## config.mk

```make
export PLATFORM = sky130hd
export DESIGN_NAME = cfg_serial_port
export DESIGN_NICKNAME = d
export VERILOG_FILES = /design/src/rtl/csp_pkg.sv /design/src/rtl/csp_sync.sv /design/src/rtl/csp_frame.sv /design/src/rtl/csp_regbank.sv /design/src/rtl/cfg_serial_port.sv
export SDC_FILE = /design/constraint.sdc
export NUM_CORES = 1
export LEC_CHECK = 0
export ABC_AREA = 1
export BUFFER_PORTS_ARGS = -buffer_cell sky130_fd_sc_hd__buf_2
export CAP_MARGIN = 20
export CORE_MARGIN = 1.5
export CORE_UTILIZATION = 40
export DETAILED_ROUTE_END_ITERATION = 12
export GPL_TIMING_DRIVEN = 1
export SLEW_MARGIN = 20
export SYNTH_ARGS = -nofsm -noshare
export SYNTH_HDL_FRONTEND = slang
export SYNTH_SLANG_ARGS = --single-unit
```

## constraint.sdc

```tcl
create_clock -name clk -period 2.8 [get_ports clk]
set_clock_uncertainty 0.1 [all_clocks]
set_input_delay 0.56 -clock clk [delete_from_list [all_inputs] [get_ports clk]]
set_output_delay 0.56 -clock clk [all_outputs]
set_load 0.01 [all_outputs]
```

## src/rtl/csp_pkg.sv

```systemverilog
// Package: shared frame layout constants for the serial configuration port.
// Assumes a fixed 16-bit frame: 8-bit header followed by 8-bit data byte.
package csp_pkg;
    localparam int FRAME_W  = 16;
    localparam int HDR_W    = 8;
    localparam int DATA_W   = FRAME_W - HDR_W;
    localparam int ADDR_W   = 4;
    localparam int RW_BIT   = 0;
    localparam int ADDR_LSB = 1;
    localparam int HDR_USED = ADDR_LSB + ADDR_W;   // bits above are spare
    localparam int CNT_W    = $clog2(FRAME_W);
    localparam int BSEL_W   = $clog2(DATA_W);
endpackage

```

## src/rtl/csp_sync.sv

```systemverilog
// Module: brings the serial pins into the system clock domain and flags
// serial clock edges. Assumes each serial level lasts several clk cycles.
// All three pins pass through the same number of stages so they stay aligned.
module csp_sync #(
    parameter int STAGES = 2
) (
    input  logic clk,
    input  logic rst_n,
    input  logic ser_clk,
    input  logic ser_din,
    input  logic ser_csn,
    output logic sclk_rise,
    output logic sclk_fall,
    output logic din_s,
    output logic cs_act
);
    logic [STAGES-1:0] clk_chain;
    logic [STAGES-1:0] din_chain;
    logic [STAGES-1:0] csn_chain;
    logic              clk_last;

    // Synchronizer chains; select resets to inactive.
    always_ff @(posedge clk) begin
        if (!rst_n) begin
            clk_chain <= '0;
            din_chain <= '0;
            csn_chain <= '1;
        end else begin
            clk_chain <= {clk_chain[STAGES-2:0], ser_clk};
            din_chain <= {din_chain[STAGES-2:0], ser_din};
            csn_chain <= {csn_chain[STAGES-2:0], ser_csn};
        end
    end

    // Previous synchronized serial clock level, for edge detection.
    always_ff @(posedge clk) begin
        if (!rst_n) clk_last <= 1'b0;
        else        clk_last <= clk_chain[STAGES-1];
    end

    // Edge flags and clean pin values.
    always_comb begin
        sclk_rise = clk_chain[STAGES-1] & ~clk_last;
        sclk_fall = ~clk_chain[STAGES-1] & clk_last;
        din_s     = din_chain[STAGES-1];
        cs_act    = ~csn_chain[STAGES-1];
    end
endmodule

```

## src/rtl/csp_frame.sv

```systemverilog
// Module: counts serial bits, collects header and data LSB first, issues a
// one-cycle write pulse on the 16th rising edge of a write frame, and shifts
// read data out on falling edges during the second byte.
// Assumes edge flags from csp_sync; counter wraps every FRAME_W bits.
module csp_frame
    import csp_pkg::*;
(
    input  logic              clk,
    input  logic              rst_n,
    input  logic              sclk_rise,
    input  logic              sclk_fall,
    input  logic              din_s,
    input  logic              cs_act,
    input  logic [DATA_W-1:0] rd_data,
    output logic              wr_en,
    output logic [ADDR_W-1:0] addr,
    output logic [DATA_W-1:0] wr_data,
    output logic              dout
);
    logic [CNT_W-1:0]    cnt;
    logic [HDR_USED-1:0] hdr;
    logic [DATA_W-2:0]   dat;
    logic                dout_q;
    logic                in_data;
    logic                last_bit;
    logic [BSEL_W-1:0]   bsel;

    // Position decode of the current bit.
    always_comb begin
        in_data  = (cnt >= CNT_W'(HDR_W));
        last_bit = (cnt == CNT_W'(FRAME_W - 1));
        bsel     = cnt[BSEL_W-1:0];
    end

    // Bit counter: held at 0 while deselected, wraps after a full frame.
    always_ff @(posedge clk) begin
        if (!rst_n)                 cnt <= '0;
        else if (!cs_act)           cnt <= '0;
        else if (sclk_rise)         cnt <= cnt + CNT_W'(1);
    end

    // Header capture; spare header bits are never stored.
    always_ff @(posedge clk) begin
        if (!rst_n) begin
            hdr <= '0;
        end else if (cs_act && sclk_rise) begin
            for (int k = 0; k < HDR_USED; k++)
                if (cnt == CNT_W'(k)) hdr[k] <= din_s;
        end
    end

    // Data capture of the first DATA_W-1 data bits; the last comes live.
    always_ff @(posedge clk) begin
        if (!rst_n) begin
            dat <= '0;
        end else if (cs_act && sclk_rise) begin
            for (int k = 0; k < DATA_W - 1; k++)
                if (cnt == CNT_W'(HDR_W + k)) dat[k] <= din_s;
        end
    end

    // Read shifter: new bit on each falling edge of the data byte.
    always_ff @(posedge clk) begin
        if (!rst_n)              dout_q <= 1'b0;
        else if (!cs_act)        dout_q <= 1'b0;
        else if (sclk_fall)      dout_q <= (in_data && hdr[RW_BIT]) ? rd_data[bsel] : 1'b0;
    end

    // Write request and decoded fields toward the bank.
    always_comb begin
        wr_en   = cs_act && sclk_rise && last_bit && !hdr[RW_BIT];
        addr    = hdr[ADDR_LSB +: ADDR_W];
        wr_data = {din_s, dat};
        dout    = dout_q;
    end

    AST_CNT_IDLE: assert property (@(posedge clk) disable iff (!rst_n)
        !cs_act |=> (cnt == '0));
    AST_DOUT_QUIET: assert property (@(posedge clk) disable iff (!rst_n)
        !cs_act |=> !dout_q);
    AST_CNT_STEP: assert property (@(posedge clk) disable iff (!rst_n)
        (cs_act && sclk_rise) |=> (cnt == $past(cnt) + CNT_W'(1)));
    AST_DOUT_HOLD: assert property (@(posedge clk) disable iff (!rst_n)
        (cs_act && !sclk_fall) |=> $stable(dout_q));
    AST_WR_LAST: assert property (@(posedge clk) disable iff (!rst_n)
        wr_en |-> (cnt == CNT_W'(FRAME_W - 1)));
endmodule

```

## src/rtl/csp_regbank.sv

```systemverilog
// Module: bank of NREG configuration registers with one registered write
// port and one combinational read port. Addresses at or above NREG write
// nothing and read as zero.
module csp_regbank
    import csp_pkg::*;
#(
    parameter int NREG = 16
) (
    input  logic                   clk,
    input  logic                   rst_n,
    input  logic                   wr_en,
    input  logic [ADDR_W-1:0]      addr,
    input  logic [DATA_W-1:0]      wr_data,
    output logic [DATA_W-1:0]      rd_data,
    output logic [NREG*DATA_W-1:0] regs_flat
);
    logic [DATA_W-1:0] regs_q [NREG];

    for (genvar i = 0; i < NREG; i++) begin : g_reg
        // One register: loads on a write to its own address.
        always_ff @(posedge clk) begin
            if (!rst_n)                                 regs_q[i] <= '0;
            else if (wr_en && addr == ADDR_W'(i))       regs_q[i] <= wr_data;
        end

        assign regs_flat[i*DATA_W +: DATA_W] = regs_q[i];

        AST_WR_LANDS: assert property (@(posedge clk) disable iff (!rst_n)
            (wr_en && addr == ADDR_W'(i)) |=> (regs_flat[i*DATA_W +: DATA_W] == $past(wr_data)));
    end

    // Read mux over the populated addresses.
    always_comb begin
        rd_data = '0;
        for (int i = 0; i < NREG; i++)
            if (addr == ADDR_W'(i)) rd_data = regs_q[i];
    end

    AST_NO_WR_IDLE: assert property (@(posedge clk) disable iff (!rst_n)
        !wr_en |=> $stable(regs_flat));
endmodule

```

## src/rtl/cfg_serial_port.sv

```systemverilog
// Module: top of the serial configuration port. Connects the pin
// synchronizer, the frame controller and the register bank.
// Assumes clk runs several times faster than ser_clk and that ser_csn only
// changes while ser_clk is low.
module cfg_serial_port
    import csp_pkg::*;
#(
    parameter int NREG        = 16,
    parameter int SYNC_STAGES = 2
) (
    input  logic                   clk,
    input  logic                   rst_n,
    input  logic                   ser_clk,
    input  logic                   ser_din,
    input  logic                   ser_csn,
    output logic                   ser_dout,
    output logic [NREG*DATA_W-1:0] cfg_regs
);
    logic              sclk_rise;
    logic              sclk_fall;
    logic              din_s;
    logic              cs_act;
    logic              wr_en;
    logic [ADDR_W-1:0] addr;
    logic [DATA_W-1:0] wr_data;
    logic [DATA_W-1:0] rd_data;

    csp_sync #(.STAGES(SYNC_STAGES)) sync_i (
        .clk       (clk),
        .rst_n     (rst_n),
        .ser_clk   (ser_clk),
        .ser_din   (ser_din),
        .ser_csn   (ser_csn),
        .sclk_rise (sclk_rise),
        .sclk_fall (sclk_fall),
        .din_s     (din_s),
        .cs_act    (cs_act)
    );

    csp_frame frame_i (
        .clk       (clk),
        .rst_n     (rst_n),
        .sclk_rise (sclk_rise),
        .sclk_fall (sclk_fall),
        .din_s     (din_s),
        .cs_act    (cs_act),
        .rd_data   (rd_data),
        .wr_en     (wr_en),
        .addr      (addr),
        .wr_data   (wr_data),
        .dout      (ser_dout)
    );

    csp_regbank #(.NREG(NREG)) bank_i (
        .clk       (clk),
        .rst_n     (rst_n),
        .wr_en     (wr_en),
        .addr      (addr),
        .wr_data   (wr_data),
        .rd_data   (rd_data),
        .regs_flat (cfg_regs)
    );
endmodule

```

==> results of run 1 <==
==> kinds of logic after synthesis <==
family	after synthesis	synth area share [%]
adders and majority gates	4	0.726
DFF	152	62.7
buffers and inverters	88	4.99
and+or+nand+nor	436	28.3
AOI/OAI and AO/OA	39	3.32
==> per-layer routing <==
| layer | vias to the layer above | share of wire, % | wire, µm |
|---|---|---|---|
| met4 | 0 | 2.4 | 519 |
| met1 | 2770 | 41 | 8800 |
| met2 | 353 | 47 | 10100 |
| li1 | 2725 | - | - |
| met5 | - | 0 | 0 |
| met3 | 39 | 9.3 | 2000 |
==> cells in the mapped netlist (13+ instances only) <==
cell | n | area (µm²)
sky130_fd_sc_hd__nand4_1 | 23 | 144
sky130_fd_sc_hd__clkbuf_1 | 15 | 56.3
sky130_fd_sc_hd__dfxtp_1 | 24 | 480
sky130_fd_sc_hd__or2_2 | 19 | 119
sky130_fd_sc_hd__nand3_1 | 52 | 260
sky130_fd_sc_hd__a21oi_1 | 13 | 65.1
sky130_fd_sc_hd__nor2_1 | 159 | 597
sky130_fd_sc_hd__nand2_1 | 140 | 526
sky130_fd_sc_hd__edfxtp_1 | 128 | 3840
sky130_fd_sc_hd__inv_1 | 62 | 233
==> report_power, final <==
group	total [mW]	switching (mW)	internal, mW
Sequential	2.57	0.0541	2.51
Clock	2.66	0.902	1.76
Combinational	0.209	0.137	0.0717
==> critical path: cells and delay by family, from the launching register on <==
kind | cells | cell delay [ns]
AND/OR/NAND/NOR | 14 | 1.91
AO/OA/AOI/OAI | 1 | 0.04
flip-flops | 1 | 0.40
==> repair_timing <==
action,CTS,global route
endpoints found under the setup margin,0,1
resized for setup,0,2
hold endpoints to repair,0,0
==> metrics by stage <==
| step | hold slack (ns) | cells | setup slack, ns | power (mW) | cell area [µm²] |
|---|---|---|---|---|---|
| finish | 0.209 | 1104 | 0.238 | 5.44 | 8590 |
| global route | 0.198 | 1104 | 0.0476 | 5.59 | 8590 |
| CTS | 0.196 | 1103 | 0.163 | 5.46 | 8580 |
| detailed placement | 0.302 | 1071 | 0.172 | 2.82 | 7900 |
| global placement | 0.298 | 1071 | 0.175 | 2.82 | 7900 |
| floorplan | 0.290 | 719 | 0.151 | 2.69 | 6900 |
==> sequential cells by signal, indices dropped and copies added (netlist names) <==
name	count
bank_i.regs_q	128
frame_i.cnt	4
frame_i.dat	7
frame_i.dout	1
frame_i.hdr	5
sync_i.clk_chain	2
sync_i.clk_last	1
sync_i.csn_chain	2
sync_i.din_chain	2
==> worst paths after layout <==
path | start | end | slack [ns]
worst max-delay path | frame_i.hdr[3]$_SDFFE_PN0P_ | frame_i.dout$_SDFFE_PP0P_ | 0.24
worst min-delay path | ser_clk | sync_i.clk_chain[0]$_SDFF_PN0_ | 0.21
worst max register to register | frame_i.hdr[3]$_SDFFE_PN0P_ | frame_i.dout$_SDFFE_PP0P_ | 0.24
worst min register to register | sync_i.csn_chain[0]$_SDFF_PN1_ | sync_i.csn_chain[1]$_SDFF_PN1_ | 0.31
==> area by class of cell <==
cell class | count | area [µm²]
Fill cell | 1568 | 8110
Tap cell | 220 | 275
Clock buffer | 19 | 433
Timing Repair Buffer | 152 | 808
Clock inverter | 13 | 250
Multi-Input combinational cell | 480 | 2240
Sequential cell | 152 | 4330
Inverter | 68 | 256
==> flow_metrics.py, run 1 <==
metrics = {
    "sta": {
        "maxSlewHeadroom_pct": 37.4,
        "fin_setup_tns_ns": 0,
        "setup_repair_after_global_routing_missed_its_margin": "false",
        "period_share_pct": 91.5,
        "fmaxAchievable_ghz": 0.390,
        "timing.final.hold_violations": 0,
        "final_period_demand_of_the_worst_path_ns": 2.56,
        "tightestPinTransition_ns": 0.937,
        "setup_viol": 0,
        "slew_violations": 0,
    },
    "global_routing": {
        "antenna_found_initial": 0,
        "busiest_layer": "met2",
        "grtUsageTotal_pct": 24.0,
        "met3_use_gr_pct": 6.16,
        "largest_net_degree_at_the_start_of_global_routing": 37,
        "first_global_vias": 5427,
        "use_met1_pct": 31.7,
        "globalRouteMet2Util_pct": 37.6,
        "grt_first_pass_wirelength_um": 31500,
        "global_route.overflow_total": 0,
    },
    "floorplan": {
        "die_height_um": 134,
        "start_util_pct": 41.3,
        "area_enclosed_by_the_die_boundary_mm2": 0.0180,
        "ioPinCount": 134,
        "width_of_the_die_um": 134,
        "placement_rows": 47,
        "core_region_area_mm2": 0.0167,
    },
    "critical_path": {
        "largest_incremental_delay_on_the_critical_path_ns": 0.40,
        "cp_slowest_cell": "sky130_fd_sc_hd__dfxtp_1",
        "critical_path.cell_chain": "nor2_4 -> nand2_4 -> or2_2 -> nand2_1 -> nand4_1 -> nor2_1 -> nand4_1 -> nor2_1 -> nand3_1 -> nand2_1 -> nand3_1 -> nand3_1 -> nand3_1 -> nand3_2 -> a21oi_2",
        "critical_path.most_common_cell": "sky130_fd_sc_hd__nand3_1",
        "timing_worst_setup_path_type": "reg -> reg",
        "timing.critical_path.to_type": "register",
        "ff2ff_path_depth": 15,
        "timing.critical_path.required_ns": 3.01,
        "worst_setup_path_start_kind": "register",
        "cp_data_arrival_time_ns": 2.78,
        "path_max_fanout": 15,
    },
    "clock_network": {
        "cts-buffers-inserted": 17,
        "post_cts_hold_buffer_count": 0,
        "cts.reportedPaths.clkPinSlew_ns": 0.06,
        "clock-sinks": 152,
        "clock_tree.htree_level_count": 4,
        "cell_at_the_root_of_the_clock_tree": "sky130_fd_sc_hd__clkbuf_16",
        "clock_path_buffers": 2,
        "tritoncts_clock_tree": "yes",
        "clock_insertion_delay_worst_skew_ns": 0.43,
        "postCtsSetupRepairBufs": 0,
    },
    "synth": {
        "synth_sequential_area_ratio_pct": 62.7,
        "dominantRegCellSynth": "sky130_fd_sc_hd__edfxtp_1",
        "synth_async_sr_flop_share_pct": 0,
        "number_of_enable_type_register_cells_in_the_synthesized_netlist": 128,
        "avgSynthCellArea_um2": 9.59,
        "synthCells": 719,
        "ys.warnings.count": 0,
        "syn_nets": 728,
        "synth.cell_area_mm2": 0.00690,
        "synth_cell_types": 32,
        "synth_seq_cells": 152,
    },
    "min_path": {
        "holdCritPathClass": "in -> reg",
        "holdPathStages": 3,
    },
    "final_layout": {
        "final_nets": 880,
        "drive_gt1_share_pct": 25.6,
        "share_of_the_core_filled_with_cells_in_the_final_layout_pct": 51.4,
        "diodes": 0,
        "final_common_cell": "sky130_fd_sc_hd__nor2_1",
        "synthToLayoutAreaGrowth_pct": 24.6,
        "layout_common_cells": "sky130_fd_sc_hd__nor2_1, sky130_fd_sc_hd__nand2_1, sky130_fd_sc_hd__buf_2",
    },
    "detailed_routing": {
        "dr.pass1.iters": 7,
        "vias_per_cell": 5.33,
        "wl_per_cell_um": 19.4,
        "dr_total_vias": 5887,
        "final_ant_viol_nets": 0,
        "drt_wl_total_um": 21400,
        "drt_drc_violations_left": 0,
        "1st_iter_drt_viols": 544,
    },
    "pwr": {
        "total_leakage_power_nw": 3.38,
        "powerDensity_mw_per_mm2": 633,
        "ir_worst_vdd_uv": 416,
    },
    "placement": {
        "place.gp.congestion": 0.888,
        "total_half_perimeter_wirelength_after_legalization_and_detailed_placement_um": 15000,
        "port_buffers": 133,
    },
    "run": {
        "maxCapViolations": 0,
    },
    "status": {
        "status": "complete, no violations",
    },
}
Note: power is estimated with default switching activity, not from simulation.
==> run 2, diff against run 1 <==
- CELL_PAD_IN_SITES_DETAIL_PLACEMENT: default -> 0
- CELL_PAD_IN_SITES_GLOBAL_PLACEMENT: default -> 1
- CORE_UTILIZATION: 40 -> 38
- PLACE_DENSITY_LB_ADDON: default -> 0.1
==> run 2 against run 1 <==
Net effect: power decreased by 7.9%; setup slack got worse by 0.015 ns; die area rose by 5.1%; maximum frequency shrank 0.57%; sequential share of layout area increased by 0.56 points; cell count grew 1.0%; final area decreased by 1.1%; global-route usage shrank 0.18 points; first-iteration DRC count increased by 2.0%; clock-buffer cell count rose by 3; flip-flop and latch count unchanged; via count shrank 0.65%; largest power group is now registers.
==> flow_metrics.py, run 2 (synthesis results as in run 1) <==
metrics = {
    "final_layout": {
        "layout.filler_cells": 1763,
        "drive_gt1_share_pct": 25.7,
        "synthToLayoutAreaGrowth_pct": 23.2,
        "layout_common_cells": "sky130_fd_sc_hd__nor2_1, sky130_fd_sc_hd__nand2_1, sky130_fd_sc_hd__buf_2",
        "final_nets": 882,
        "diodes": 0,
        "final_common_cell": "sky130_fd_sc_hd__nor2_1",
        "largest_register_ff_count": 128,
        "max_flop_register": "bank_i.regs_q",
        "top_regs": "bank_i.regs_q x128, frame_i.dat x7, frame_i.hdr x5",
    },
    "sta": {
        "slew_violations": 0,
        "final_period_demand_of_the_worst_path_ns": 2.58,
        "setup_viol": 0,
        "fin_setup_tns_ns": 0,
        "setup_repair_after_global_routing_missed_its_margin": "false",
        "period_share_pct": 92.0,
        "hold_slack_ns": 0.214,
        "tightestPinTransition_ns": 0.944,
        "fmaxAchievable_ghz": 0.388,
        "timing.final.hold_violations": 0,
        "maxSlewHeadroom_pct": 37.0,
    },
    "global_routing": {
        "grtUsageTotal_pct": 23.8,
        "antenna_found_initial": 0,
        "global_route.overflow_total": 0,
        "first_global_vias": 5544,
        "largest_net_degree_at_the_start_of_global_routing": 23,
        "grt_first_pass_wirelength_um": 32400,
    },
    "floorplan": {
        "width_of_the_die_um": 138,
        "placement_rows": 49,
        "core_region_area_mm2": 0.0179,
        "die_height_um": 138,
        "ioPinCount": 134,
        "start_util_pct": 38.5,
        "area_enclosed_by_the_die_boundary_mm2": 0.0190,
    },
    "critical_path": {
        "critical-path-top-delay-family": "simple AND/OR/NAND/NOR gates",
        "cp-startpoint": "frame_i.hdr[3]$_SDFFE_PN0P_",
        "critical_path_sink": "frame_i.dout$_SDFFE_PP0P_",
        "setup.reg_to_reg.worst_slack_ns": 0.22,
        "ff2ff_path_depth": 15,
        "r2r_start": "frame_i.hdr[3]$_SDFFE_PN0P_",
        "cp_data_arrival_time_ns": 2.80,
        "timing.critical_path.to_type": "register",
        "timing.critical_path.required_ns": 3.02,
        "path_max_fanout": 10,
        "critical_path.n_buffers_inverters": 2,
        "largest_incremental_delay_on_the_critical_path_ns": 0.42,
        "worst_setup_path_start_kind": "register",
        "cp_slowest_cell": "sky130_fd_sc_hd__dfxtp_2",
        "worst_flop_to_flop_path_endpoint": "frame_i.dout$_SDFFE_PP0P_",
        "critical_path_depth": 15,
        "timing_worst_setup_path_type": "reg -> reg",
        "critical_path.cell_chain": "inv_1 -> nor2_1 -> nand2_2 -> buf_4 -> or2_2 -> nand2_1 -> nand3_1 -> nor2_1 -> nand3_1 -> nand2_1 -> nand4_1 -> nand3_1 -> nand3_2 -> nand3_2 -> a21oi_2",
        "critical_path.most_common_cell": "sky130_fd_sc_hd__nand3_1",
    },
    "min_path": {
        "holdCritPathClass": "in -> reg",
    },
    "clock_network": {
        "clock_path_buffers": 2,
        "clock_insertion_delay_worst_skew_ns": 0.43,
        "cell_at_the_root_of_the_clock_tree": "sky130_fd_sc_hd__clkbuf_16",
        "cts-buffers-inserted": 17,
        "tritoncts_clock_tree": "yes",
        "clock_tree.htree_level_count": 4,
        "clock-sinks": 152,
        "cts.reportedPaths.clkPinSlew_ns": 0.06,
    },
    "detailed_routing": {
        "drt_wl_total_um": 22300,
        "dr.pass1.iters": 5,
        "1st_iter_drt_viols": 555,
        "wl_per_cell_um": 20.0,
        "dr_total_vias": 5849,
        "dr_wl_met3_um": 1490,
        "detail_route.wirelength.met1_um": 9760,
        "sum_of_met2_wire_segment_lengths_after_detailed_routing_um": 10500,
        "vias_per_cell": 5.25,
        "drt_drc_violations_left": 0,
        "final_ant_viol_nets": 0,
        "route.top_layer_used": "met4",
    },
    "placement": {
        "total_half_perimeter_wirelength_after_legalization_and_detailed_placement_um": 16000,
        "place.gp.congestion": 0.856,
        "port_buffers": 133,
    },
    "status": {
        "status": "complete, no violations",
    },
    "pwr": {
        "ir_worst_vdd_uv": 420,
        "powerDensity_mw_per_mm2": 590,
        "total_leakage_power_nw": 3.35,
    },
    "run": {
        "maxCapViolations": 0,
    },
}
[run 2: cell type report]
cell class                      instances  area (µm²)  area share (%)
Timing Repair Buffer                  154         823            9.69
Clock inverter                         10        87.6            1.03
Multi-Input combinational cell        480        2240            26.4
Inverter                               68         256            3.02
Clock buffer                           22         475            5.59
Tap cell                              229         287            3.37
Sequential cell                       152        4330            50.9
[run 2: worst min-delay path by stage]
stage,slack (ns),cells past startpoint,startpoint,endpoint
6_report,0.21,3,ser_din,sync_i.din_chain[0]$_SDFF_PN0_
5_1_grt,0.21,3,ser_din,sync_i.din_chain[0]$_SDFF_PN0_
4_1_cts,0.20,3,ser_clk,sync_i.clk_chain[0]$_SDFF_PN0_
3_5_place_dp,0.30,1,sync_i.csn_chain[0]$_SDFF_PN1_,sync_i.csn_chain[1]$_SDFF_PN1_
3_3_place_gp,0.30,2,sync_i.din_chain[0]$_SDFF_PN0_,sync_i.din_chain[1]$_SDFF_PN0_
2_1_floorplan,0.29,2,sync_i.clk_chain[0]$_SDFF_PN0_,sync_i.clk_chain[1]$_SDFF_PN0_
[run 2: worst register-to-register path: cells and delay by family, from the launching register on]
kind / cells / cell delay (ns)
AO/OA/AOI/OAI: 1 / 0.05
AND/OR/NAND/NOR: 12 / 1.66
buffers and inverters: 2 / 0.25
flip-flops: 1 / 0.42
[run 2: power breakdown]
part	switching (mW)	internal, mW	total (mW)
Combinational	0.137	0.0699	0.206
Sequential	0.0540	2.51	2.57
Clock	0.934	1.30	2.24
Total	1.12	3.89	5.01
[run 2: stage by stage]
stage / std cells / utilization (%) / power (mW) / area [µm²] / setup slack [ns]
floorplan: 719 / - / 2.69 / 6900 / 0.151
global placement: 1081 / 44.2 / 2.82 / 7920 / 0.0952
detailed placement: 1081 / 44.2 / 2.82 / 7920 / 0.0528
CTS: 1113 / 47.4 / 5.04 / 8480 / 0.0334
global route: 1115 / 47.5 / 5.16 / 8500 / 0.00139
finish: 1115 / 47.5 / 5.01 / 8500 / 0.223
[run 2: per-layer routing]
layer  GRT usage, %  up-vias
li1               -     2719
met1           32.5     2826
met2           38.2      262
met3           4.12       42
met4           8.74        0
met5              0        -
[run 2: repair_timing]
action,4_1_cts,5_1_grt
gates resized for setup,0,3
setup buffers,0,1
endpoints found under the setup margin,0,1
hold buffers,0,0
==> run 3, diff against run 2 <==
- PLACE_DENSITY: default -> 0.81
- PLACE_DENSITY_LB_ADDON: 0.1 -> default
==> run 3 against run 2 <==
Net effect: power is 3.6% higher; first-iteration DRC count is 42% higher; via count is 1.4% higher; routed wire length is 1.8% lower; core utilization is 0.22 points higher; highest routed layer unchanged; register-to-register slack worse by 0.04 ns; sequential share of layout area is 0.27 points lower; die area stayed put; largest power group unchanged; worst hold slack worse by 0.0063 ns; clock power is 8% higher; global-route usage is 0.44 points lower.
==> flow_metrics.py, run 3 (synthesis results as in run 1) <==
metrics = {
    "global_routing": {
        "first_global_vias": 5440,
        "global_route.overflow_total": 0,
        "largest_net_degree_at_the_start_of_global_routing": 23,
        "antenna_found_initial": 0,
        "grtUsageTotal_pct": 23.4,
        "grt_first_pass_wirelength_um": 31800,
    },
    "detailed_routing": {
        "dr_total_vias": 5931,
        "1st_iter_drt_viols": 787,
        "dr_wl_met3_um": 1690,
        "dr.pass1.iters": 6,
        "wl_per_cell_um": 19.6,
        "sum_of_met2_wire_segment_lengths_after_detailed_routing_um": 10500,
        "route.top_layer_used": "met4",
        "detail_route.wirelength.met1_um": 9390,
        "vias_per_cell": 5.32,
        "final_ant_viol_nets": 0,
        "drt_drc_violations_left": 0,
        "drt_wl_total_um": 21900,
    },
    "floorplan": {
        "die_height_um": 138,
        "start_util_pct": 38.5,
        "placement_rows": 49,
        "ioPinCount": 134,
        "area_enclosed_by_the_die_boundary_mm2": 0.0190,
        "core_region_area_mm2": 0.0179,
        "width_of_the_die_um": 138,
    },
    "clock_network": {
        "clock_insertion_delay_worst_skew_ns": 0.43,
        "post_cts_hold_buffer_count": 0,
        "cts.reportedPaths.clkPinSlew_ns": 0.07,
        "postCtsSetupRepairBufs": 0,
        "cts-buffers-inserted": 17,
        "clock_path_buffers": 2,
        "clock_tree.htree_level_count": 4,
        "clock-sinks": 152,
        "post_cts_resized": 0,
        "cell_at_the_root_of_the_clock_tree": "sky130_fd_sc_hd__clkbuf_16",
        "tritoncts_clock_tree": "yes",
    },
    "final_layout": {
        "layout_common_cells": "sky130_fd_sc_hd__nor2_1, sky130_fd_sc_hd__nand2_1, sky130_fd_sc_hd__buf_2",
        "largest_register_ff_count": 128,
        "drive_gt1_share_pct": 25.4,
        "synthToLayoutAreaGrowth_pct": 23.8,
        "combined_area_of_the_multi_input_logic_cells_mm2": 0.00224,
        "final_common_cell": "sky130_fd_sc_hd__nor2_1",
        "max_flop_register": "bank_i.regs_q",
        "final_nets": 882,
        "diodes": 0,
        "seqCellArea_mm2": 0.00432,
        "layout.filler_cells": 1712,
        "top_regs": "bank_i.regs_q x128, frame_i.dat x7, frame_i.hdr x5",
    },
    "sta": {
        "setup_viol": 0,
        "period_share_pct": 93.6,
        "fmaxAchievable_ghz": 0.382,
        "slew_violations": 0,
        "final_period_demand_of_the_worst_path_ns": 2.62,
        "fin_setup_tns_ns": 0,
        "setup_repair_after_global_routing_missed_its_margin": "false",
        "maxSlewHeadroom_pct": 38.8,
        "timing.final.hold_violations": 0,
        "tightestPinTransition_ns": 0.917,
    },
    "critical_path": {
        "critical_path_depth": 16,
        "worst_setup_path_start_kind": "register",
        "timing_worst_setup_path_type": "reg -> reg",
        "critical_path.most_common_cell": "sky130_fd_sc_hd__nand3_1",
        "timing.critical_path.required_ns": 3.02,
        "critical-path-top-delay-family": "simple AND/OR/NAND/NOR gates",
        "timing.critical_path.to_type": "register",
        "path_max_fanout": 15,
        "largest_incremental_delay_on_the_critical_path_ns": 0.49,
        "ff2ff_path_depth": 16,
        "cp_data_arrival_time_ns": 2.84,
        "critical_path.cell_chain": "inv_2 -> nor2_4 -> nand2_4 -> or2_2 -> nand2_1 -> nand4_1 -> nor2_1 -> nand4_1 -> nor2_1 -> nand3_1 -> nand2_1 -> nand3_1 -> nand3_1 -> nand3_1 -> nand3_2 -> a21oi_2",
        "critical_path.n_buffers_inverters": 1,
        "cp_slowest_cell": "sky130_fd_sc_hd__dfxtp_1",
    },
    "pwr": {
        "powerDensity_mw_per_mm2": 608,
        "power_mw": 5.19,
        "ir_worst_vdd_uv": 447,
        "total_leakage_power_nw": 3.35,
    },
    "placement": {
        "port_buffers": 133,
        "place.gp.congestion": 0.887,
        "total_half_perimeter_wirelength_after_legalization_and_detailed_placement_um": 15500,
    },
    "min_path": {
        "holdPathStages": 3,
        "holdCritPathClass": "in -> reg",
    },
    "run": {
        "maxCapViolations": 0,
    },
    "status": {
        "status": "complete, no violations",
    },
}
==> run 3: cell count changes in the layout (fill, tap and decap cells not counted), moves of 2 or more <==
cell and change:
sky130_fd_sc_hd__inv_4 -4, sky130_fd_sc_hd__bufinv_16 +3, sky130_fd_sc_hd__clkinvlp_4 +3, sky130_fd_sc_hd__clkbuf_1 -2, sky130_fd_sc_hd__dfxtp_1 +2, sky130_fd_sc_hd__dfxtp_2 -2
==> run 3: worst paths after layout <==
kind	start	to	slack, ns
max	frame_i.hdr[2]$_SDFFE_PN0P_	frame_i.dout$_SDFFE_PP0P_	0.18
max reg2reg	frame_i.hdr[2]$_SDFFE_PN0P_	frame_i.dout$_SDFFE_PP0P_	0.18
min	ser_din	sync_i.din_chain[0]$_SDFF_PN0_	0.21
min reg2reg	sync_i.din_chain[0]$_SDFF_PN0_	sync_i.din_chain[1]$_SDFF_PN0_	0.31
==> run 3: cell type report <==
| cell class | count | area share [%] |
|---|---|---|
| clock buffer | 18 | 5.03 |
| clock inverter | 13 | 2.10 |
| inverter | 68 | 3.00 |
| multi-input combinational | 480 | 26.2 |
| sequential | 152 | 50.6 |
| tap | 229 | 3.36 |
| timing repair buffer | 154 | 9.64 |
==> run 3: power breakdown <==
group          switching, mW  internal (mW)  total, mW  leakage, nW
sequential            0.0559           2.51       2.57         1.52
clock                  0.932           1.48       2.41        0.290
combinational          0.137         0.0718      0.208         1.55
==> run 3: routing by layer <==
layer / up-vias / GRT usage, %
met5: - / 0
li1: 2731 / -
met4: 0 / 5.73
met1: 2873 / 32.2
met3: 25 / 4.49
met2: 302 / 38.2
==> run 3: worst min-delay path, delay by kind of cell <==
family	cells	cell delay [ns]
buffers and inverters	2	0.11
AND/OR/NAND/NOR	1	0.04
==> run 3: stage by stage <==
step                      area (µm²)  hold slack, ns  std cells  setup WS [ns]  utilization, %
after detailed placement        7920           0.298       1082          0.199            44.3
after CTS                       8530           0.200       1113          0.156            47.7
after floorplan                 6900           0.290        719          0.151               -
after global routing            8540           0.215       1114       0.000576            47.7
after global placement          7920           0.294       1082          0.168            44.3
final                           8540           0.208       1114          0.180            47.7
